$ cat src/rtl/perm_pkg.sv
package perm_pkg;

    // permission triple bit positions
    localparam int P_R = 2;
    localparam int P_W = 1;
    localparam int P_X = 0;

    typedef enum logic [1:0] {
        ACC_LOAD  = 2'd0,
        ACC_STORE = 2'd1,
        ACC_FETCH = 2'd2,
        ACC_RSVD  = 2'd3
    } acc_t;

    typedef struct packed {
        logic nx_guard;
        logic table_deny;
        logic keymask;
        logic store;
    } fault_t;

    // protection table: key selects one of two rows
    function automatic logic [2:0] pp_lookup(input logic key, input logic [2:0] code);
        logic [2:0] p;
        p = 3'b000;
        if (!key) begin
            case (code)
                3'd0, 3'd1, 3'd2: p = 3'b111;
                3'd3, 3'd6:       p = 3'b101;
                default:          p = 3'b000;
            endcase
        end else begin
            case (code)
                3'd2:       p = 3'b111;
                3'd1, 3'd3: p = 3'b101;
                default:    p = 3'b000;
            endcase
        end
        return p;
    endfunction

    function automatic logic [2:0] need_for(input acc_t a);
        logic [2:0] n;
        case (a)
            ACC_STORE: n = 3'b010;
            ACC_FETCH: n = 3'b001;
            default:   n = 3'b100;
        endcase
        return n;
    endfunction

endpackage

$ cat src/rtl/perm_table_stage.sv
module perm_table_stage
    import perm_pkg::*;
(
    input  logic       prob_state,
    input  logic       seg_key_prob,
    input  logic       seg_key_sup,
    input  logic [2:0] pp_code,
    output logic [2:0] table_rwx
);
    logic eff_key;

    always_comb begin
        eff_key   = prob_state ? seg_key_prob : seg_key_sup;
        table_rwx = pp_lookup(eff_key, pp_code);
    end
endmodule

$ cat src/rtl/perm_keymask.sv
module perm_keymask
    import perm_pkg::*;
#(
    parameter int NUM_KEYS = 32,
    localparam int KEY_W  = $clog2(NUM_KEYS),
    localparam int MASK_W = 2 * NUM_KEYS
) (
    input  logic [KEY_W-1:0]  key,
    input  logic [MASK_W-1:0] data_mask,
    input  logic [MASK_W-1:0] fetch_mask,
    input  logic              key_prot_en,
    input  logic              fetch_mask_en,
    output logic [2:0]        key_rwx
);
    logic [1:0] d_field [NUM_KEYS];
    logic [1:0] f_field [NUM_KEYS];

    // key k owns the field starting at 2*(NUM_KEYS-1-k)
    for (genvar k = 0; k < NUM_KEYS; k++) begin : g_field
        localparam int LSB = 2 * (NUM_KEYS - 1 - k);
        assign d_field[k] = data_mask[LSB +: 2];
        assign f_field[k] = fetch_mask[LSB +: 2];
    end

    logic [1:0] d_sel, f_sel;

    always_comb begin
        d_sel = d_field[key];
        f_sel = f_field[key];
        key_rwx = 3'b111;
        if (key_prot_en) begin
            if (d_sel[1]) key_rwx[P_W] = 1'b0;
            if (d_sel[0]) key_rwx[P_R] = 1'b0;
            if (fetch_mask_en && f_sel[0]) key_rwx[P_X] = 1'b0;
        end
    end
endmodule

$ cat src/rtl/perm_fault_enc.sv
module perm_fault_enc
    import perm_pkg::*;
(
    input  acc_t       acc,
    input  logic [2:0] table_rwx,
    input  logic [2:0] key_rwx,
    input  logic       x_suppress,
    output logic [2:0] perm_rwx,
    output logic       granted,
    output fault_t     fault
);
    logic [2:0] need;
    logic [2:0] nx_rwx;

    always_comb begin
        nx_rwx   = {2'b11, ~x_suppress};
        perm_rwx = table_rwx & key_rwx & nx_rwx;
        need     = need_for(acc);
        granted  = ((need & ~perm_rwx) == 3'b000);
        fault    = '0;
        if (!granted) begin
            if (acc == ACC_FETCH) begin
                if (x_suppress)             fault.nx_guard   = 1'b1;
                else if (!table_rwx[P_X])   fault.table_deny = 1'b1;
                fault.keymask = ~key_rwx[P_X];
            end else begin
                fault.table_deny = |(need & ~table_rwx);
                fault.keymask    = |(need & ~key_rwx);
                fault.store      = (acc == ACC_STORE);
            end
        end
    end
endmodule

$ cat src/rtl/perm_eval.sv
module perm_eval
    import perm_pkg::*;
#(
    parameter int NUM_KEYS = 32,
    localparam int KEY_W  = $clog2(NUM_KEYS),
    localparam int MASK_W = 2 * NUM_KEYS
) (
    input  logic              clk,
    input  logic              rst,
    input  logic [1:0]        acc_type,
    input  logic [2:0]        pp_code,
    input  logic              no_exec,
    input  logic              guarded,
    input  logic [KEY_W-1:0]  page_key,
    input  logic              seg_key_prob,
    input  logic              seg_key_sup,
    input  logic              prob_state,
    input  logic              key_prot_en,
    input  logic              fetch_mask_en,
    input  logic [MASK_W-1:0] data_mask,
    input  logic [MASK_W-1:0] fetch_mask,
    output logic [2:0]        perm_rwx,
    output logic              granted,
    output logic              flt_nx_guard,
    output logic              flt_table,
    output logic              flt_keymask,
    output logic              flt_store
);
    logic [2:0] table_rwx, key_rwx, comb_rwx;
    logic       comb_grant;
    fault_t     comb_fault;

    perm_table_stage u_table (
        .prob_state   (prob_state),
        .seg_key_prob (seg_key_prob),
        .seg_key_sup  (seg_key_sup),
        .pp_code      (pp_code),
        .table_rwx    (table_rwx)
    );

    perm_keymask #(.NUM_KEYS(NUM_KEYS)) u_keymask (
        .key           (page_key),
        .data_mask     (data_mask),
        .fetch_mask    (fetch_mask),
        .key_prot_en   (key_prot_en),
        .fetch_mask_en (fetch_mask_en),
        .key_rwx       (key_rwx)
    );

    perm_fault_enc u_fault (
        .acc        (acc_t'(acc_type)),
        .table_rwx  (table_rwx),
        .key_rwx    (key_rwx),
        .x_suppress (no_exec | guarded),
        .perm_rwx   (comb_rwx),
        .granted    (comb_grant),
        .fault      (comb_fault)
    );

    always_ff @(posedge clk) begin
        if (rst) begin
            perm_rwx     <= '0;
            granted      <= 1'b0;
            flt_nx_guard <= 1'b0;
            flt_table    <= 1'b0;
            flt_keymask  <= 1'b0;
            flt_store    <= 1'b0;
        end else begin
            perm_rwx     <= comb_rwx;
            granted      <= comb_grant;
            flt_nx_guard <= comb_fault.nx_guard;
            flt_table    <= comb_fault.table_deny;
            flt_keymask  <= comb_fault.keymask;
            flt_store    <= comb_fault.store;
        end
    end
endmodule

$ cat config.mk
export PLATFORM = sky130hd
export DESIGN_NAME = perm_eval
export DESIGN_NICKNAME = d
export VERILOG_FILES = /design/src/rtl/perm_pkg.sv /design/src/rtl/perm_table_stage.sv /design/src/rtl/perm_keymask.sv /design/src/rtl/perm_fault_enc.sv /design/src/rtl/perm_eval.sv
export SDC_FILE = /design/constraint.sdc
export NUM_CORES = 1
export LEC_CHECK = 0
export ABC_AREA = 1
export CAP_MARGIN = 20
export CORE_ASPECT_RATIO = 1.5
export CORE_MARGIN = 1.5
export CORE_UTILIZATION = 28
export CTS_CLUSTER_SIZE = 28
export DETAILED_ROUTE_END_ITERATION = 8
export HOLD_SLACK_MARGIN = 0.02
export PLACE_DENSITY = 0.8
export SYNTH_ARGS = -nofsm -noshare
export SYNTH_HDL_FRONTEND = slang
export SYNTH_SLANG_ARGS = --single-unit
$ cat constraint.sdc
create_clock -name clk -period 2.04 [get_ports clk]
set_input_delay 0.306 -clock clk [delete_from_list [all_inputs] [get_ports clk]]
set_output_delay 0.306 -clock clk [all_outputs]
set_load 0.01 [all_outputs]
==> out/qor.txt <==
Status: complete, no violations
Post-synth EDFFs: 0
Setup Viol. Count Final: 0
Logic pwr share: 59.1%
Drt total wl: 5251 um
Mean Syn Cell Area: 4.884 um^2
Int Pwr: 0.0006003 W
Layout fillers: 457
Sw Pwr: 0.0002482 W
Area contributors post-synth: nand2_1 (37%), nand3_1 (30%), dfxtp_1 (12%)
Synthesis-stage register bit count: 8
Antenna viol nets, final: 0
Initial cell density of the core: 29.51%
Max_cap viols: 0
Wirelength per Cell: 11.37 um
Primary FF master, synth: dfxtp_1
Final worst-path cycle share: 89.25%
# IOs: 155
# diodes: 0
Seq pwr share: 19.8%
First-pass GRT wire length: 8169 um
CP Cell Sequence: clkdlybuf4s50_1 -> inv_2 -> buf_12 -> nand3_1 -> nand3_1 -> nand2_1 -> nand2_1 -> nand3_1 -> nand3_1 -> nand2_1 -> nand2_1 -> nand3_2 -> nand2_2 -> nor2_1
Vias in the first global route: 1980
Yosys warns: 0
Max Clk Rate: 549.3 MHz
Core footprint: 0.004617 mm^2
Met2 routed WL: 2873 um
Seq/Total Area, Yosys: 11.75%
CTS Hold Bufs: 0
CTS root buf: clkbuf_8
Die area: 0.005302 mm^2
Vias: 2179
Die height: 88.44 um
Post-synth ARST share: 0%
Max_slew headroom: 72.28%
Period minus WS final: 1821 ps
Worst path max stage delay: 540 ps
Detailed Route Iter0 Violations: 115
Area of the multi-input gates: 0.001042 mm^2
Arrival @ worst endpoint: 1980 ps
Library cells used by synthesis: 18
Worst-Margin Slew: 415.3 ps
Crit path required time: 2200 ps
Leakage: 1.260 nW
Routed wl met3: 376 um
Crit Path Max Fanout: 24
Die X: 59.96 um
Overflow after GRT: 0
Max-slew violation count: 0
Clock network fraction of total power: 21.1%
PD cells: 311.1 mW/mm^2
Hold Crit Class: input port to register
DRC Markers: 0
Num rows: 30
GPL Wtd Cong: 0.8491
WL met1: 1899 um
Finished Layout Cells: 462
Pin count of the biggest net entering global routing: 33
Final Hold Fails: 0
Cell count after synthesis: 279
Most instantiated cells after synthesis: nand2_1 (135), nand3_1 (81), inv_1 (13), nor2_1 (12)
DPL Wire Length: 4302 um
CP Capture Type: register
CTS Buf Count: 3
Initial antenna violation count: 0
RSZ-0062 raised after global routing: false
CTS tree: done
Yosys top cell area share: 37.19%
Layout cell share with drive strength beyond 1: 5.025%
Layout area overhead: 100.2%
Htree depth: 1
Synthesized net count: 428
Slowest-stage cell, CP: clkdlybuf4s50_1
Switching Share: 29.26%
Cell with the most instances after synthesis: nand2_1
Fin util: 59.08%
VDD IR max: 191.2 uV
Placed Instances: 459
Cell Area, Synth: 0.001363 mm^2
Uppermost routed layer: met4
Crit Path Class: input port to register
All-Layer GR Usage: 19.25%
Biggest area consumer among synthesized cells: nand2_1
Clock Sinks: 8
DRT Pass-1 Iters: 4
Register area: 160.2 um^2
Drt via density: 4.716
Port Buf Inserts: 122
Crit start category: input port
Worst Hold Depth: 2
Clk buf depth: 2
Total Nets Final: 549
Reg clk slew, reported paths: 40 ps
critical path, delay by kind of cell:
| family | cells | cell delay (ps) |
|---|---|---|
| buffers and inverters | 3 | 750 |
| AND/OR/NAND/NOR | 11 | 910 |
power by group through the flow:
stage               registers [W]  logic, W  clock network, W
finish                   0.000168  0.000502          0.000179
global route             0.000168  0.000556          0.000193
CTS                      0.000168  0.000505          0.000186
detailed placement       0.000170  0.000503                 0
global placement         0.000170  0.000496                 0
floorplan                0.000175  0.000204                 0
routing by layer:
| metal | vias up | global-route usage [%] |
|---|---|---|
| met5 | - | 0 |
| met3 | 8 | 2.924 |
| li1 | 1135 | - |
| met1 | 946 | 19.82 |
| met4 | 0 | 5.455 |
| met2 | 90 | 38.24 |
layout make-up:
type | count | share of cell area (%)
clock buffers | 3 | 1.514
multi-input cells | 239 | 38.21
inverters | 15 | 2.064
repair buffers | 133 | 49.40
flip-flops and latches | 8 | 5.872
well taps | 64 | 2.936
layout by cell type (no fill, tap or decap):
master | Yosys | routed
inv_2 | 2 | 2
inv_1 | 13 | 13
o21ai_0 | 3 | 3
nand2_2 | 1 | 1
buf_4 | 4 | 7
o22ai_1 | 1 | 1
or2_2 | 1 | 1
nand2_1 | 135 | 135
nor2_1 | 12 | 12
nor3_1 | 1 | 1
clkbuf_8 | 0 | 3
clkdlybuf4s50_1 | 0 | 121
buf_6 | 2 | 1
dfxtp_1 | 8 | 8
dlymetal6s2s_1 | 0 | 1
nand3_2 | 1 | 1
mux2_2 | 1 | 1
buf_12 | 0 | 3
ha_1 | 2 | 2
nand3_1 | 81 | 81
state kept, by name (all words and copies together), names as in the netlist:
register      cells
flt_table         1
perm_rwx          3
flt_keymask       1
flt_nx_guard      1
granted           1
flt_store         1
kinds of logic (layout without fill, tap and decap cells):
| logic type | after synthesis | count (layout) | synth area share (%) |
|---|---|---|---|
| compound gates | 4 | 4 | 1.561 |
| flops | 8 | 8 | 11.75 |
| mux | 1 | 1 | 0.8264 |
| buf+inv | 32 | 151 | 11.75 |
| simple gates | 232 | 232 | 72.27 |
| fa+ha+maj | 2 | 2 | 1.836 |
what timing repair did:
action | 4_1_cts | 5_1_grt
endpoints found under the setup margin | 0 | 4
gates resized for setup | 0 | 2
buffers inserted | 0 | 0
metrics by stage:
stage | total power, W | cell area, um^2 | TNS, ps | hold WS, ps | worst slack [ps]
after floorplan | 0.0003797 | 1363 | 0 | 378.4 | 477.1
after global routing | 0.0009179 | 2728 | 0 | 750.3 | 57.81
after detailed placement | 0.0006737 | 2680 | -488.3 | 940.3 | -120.8
after CTS | 0.0008583 | 2721 | 0 | 710.4 | 110.3
after global placement | 0.0006665 | 2680 | -380.5 | 934.7 | -96.91
final | 0.0008485 | 2728 | 0 | 711.8 | 219.4
final timing paths:
check,start,to,slack [ps]
min,rst,perm_rwx[2],710
max,page_key[1],flt_store,220
Power figures use the tool's default switching activity.
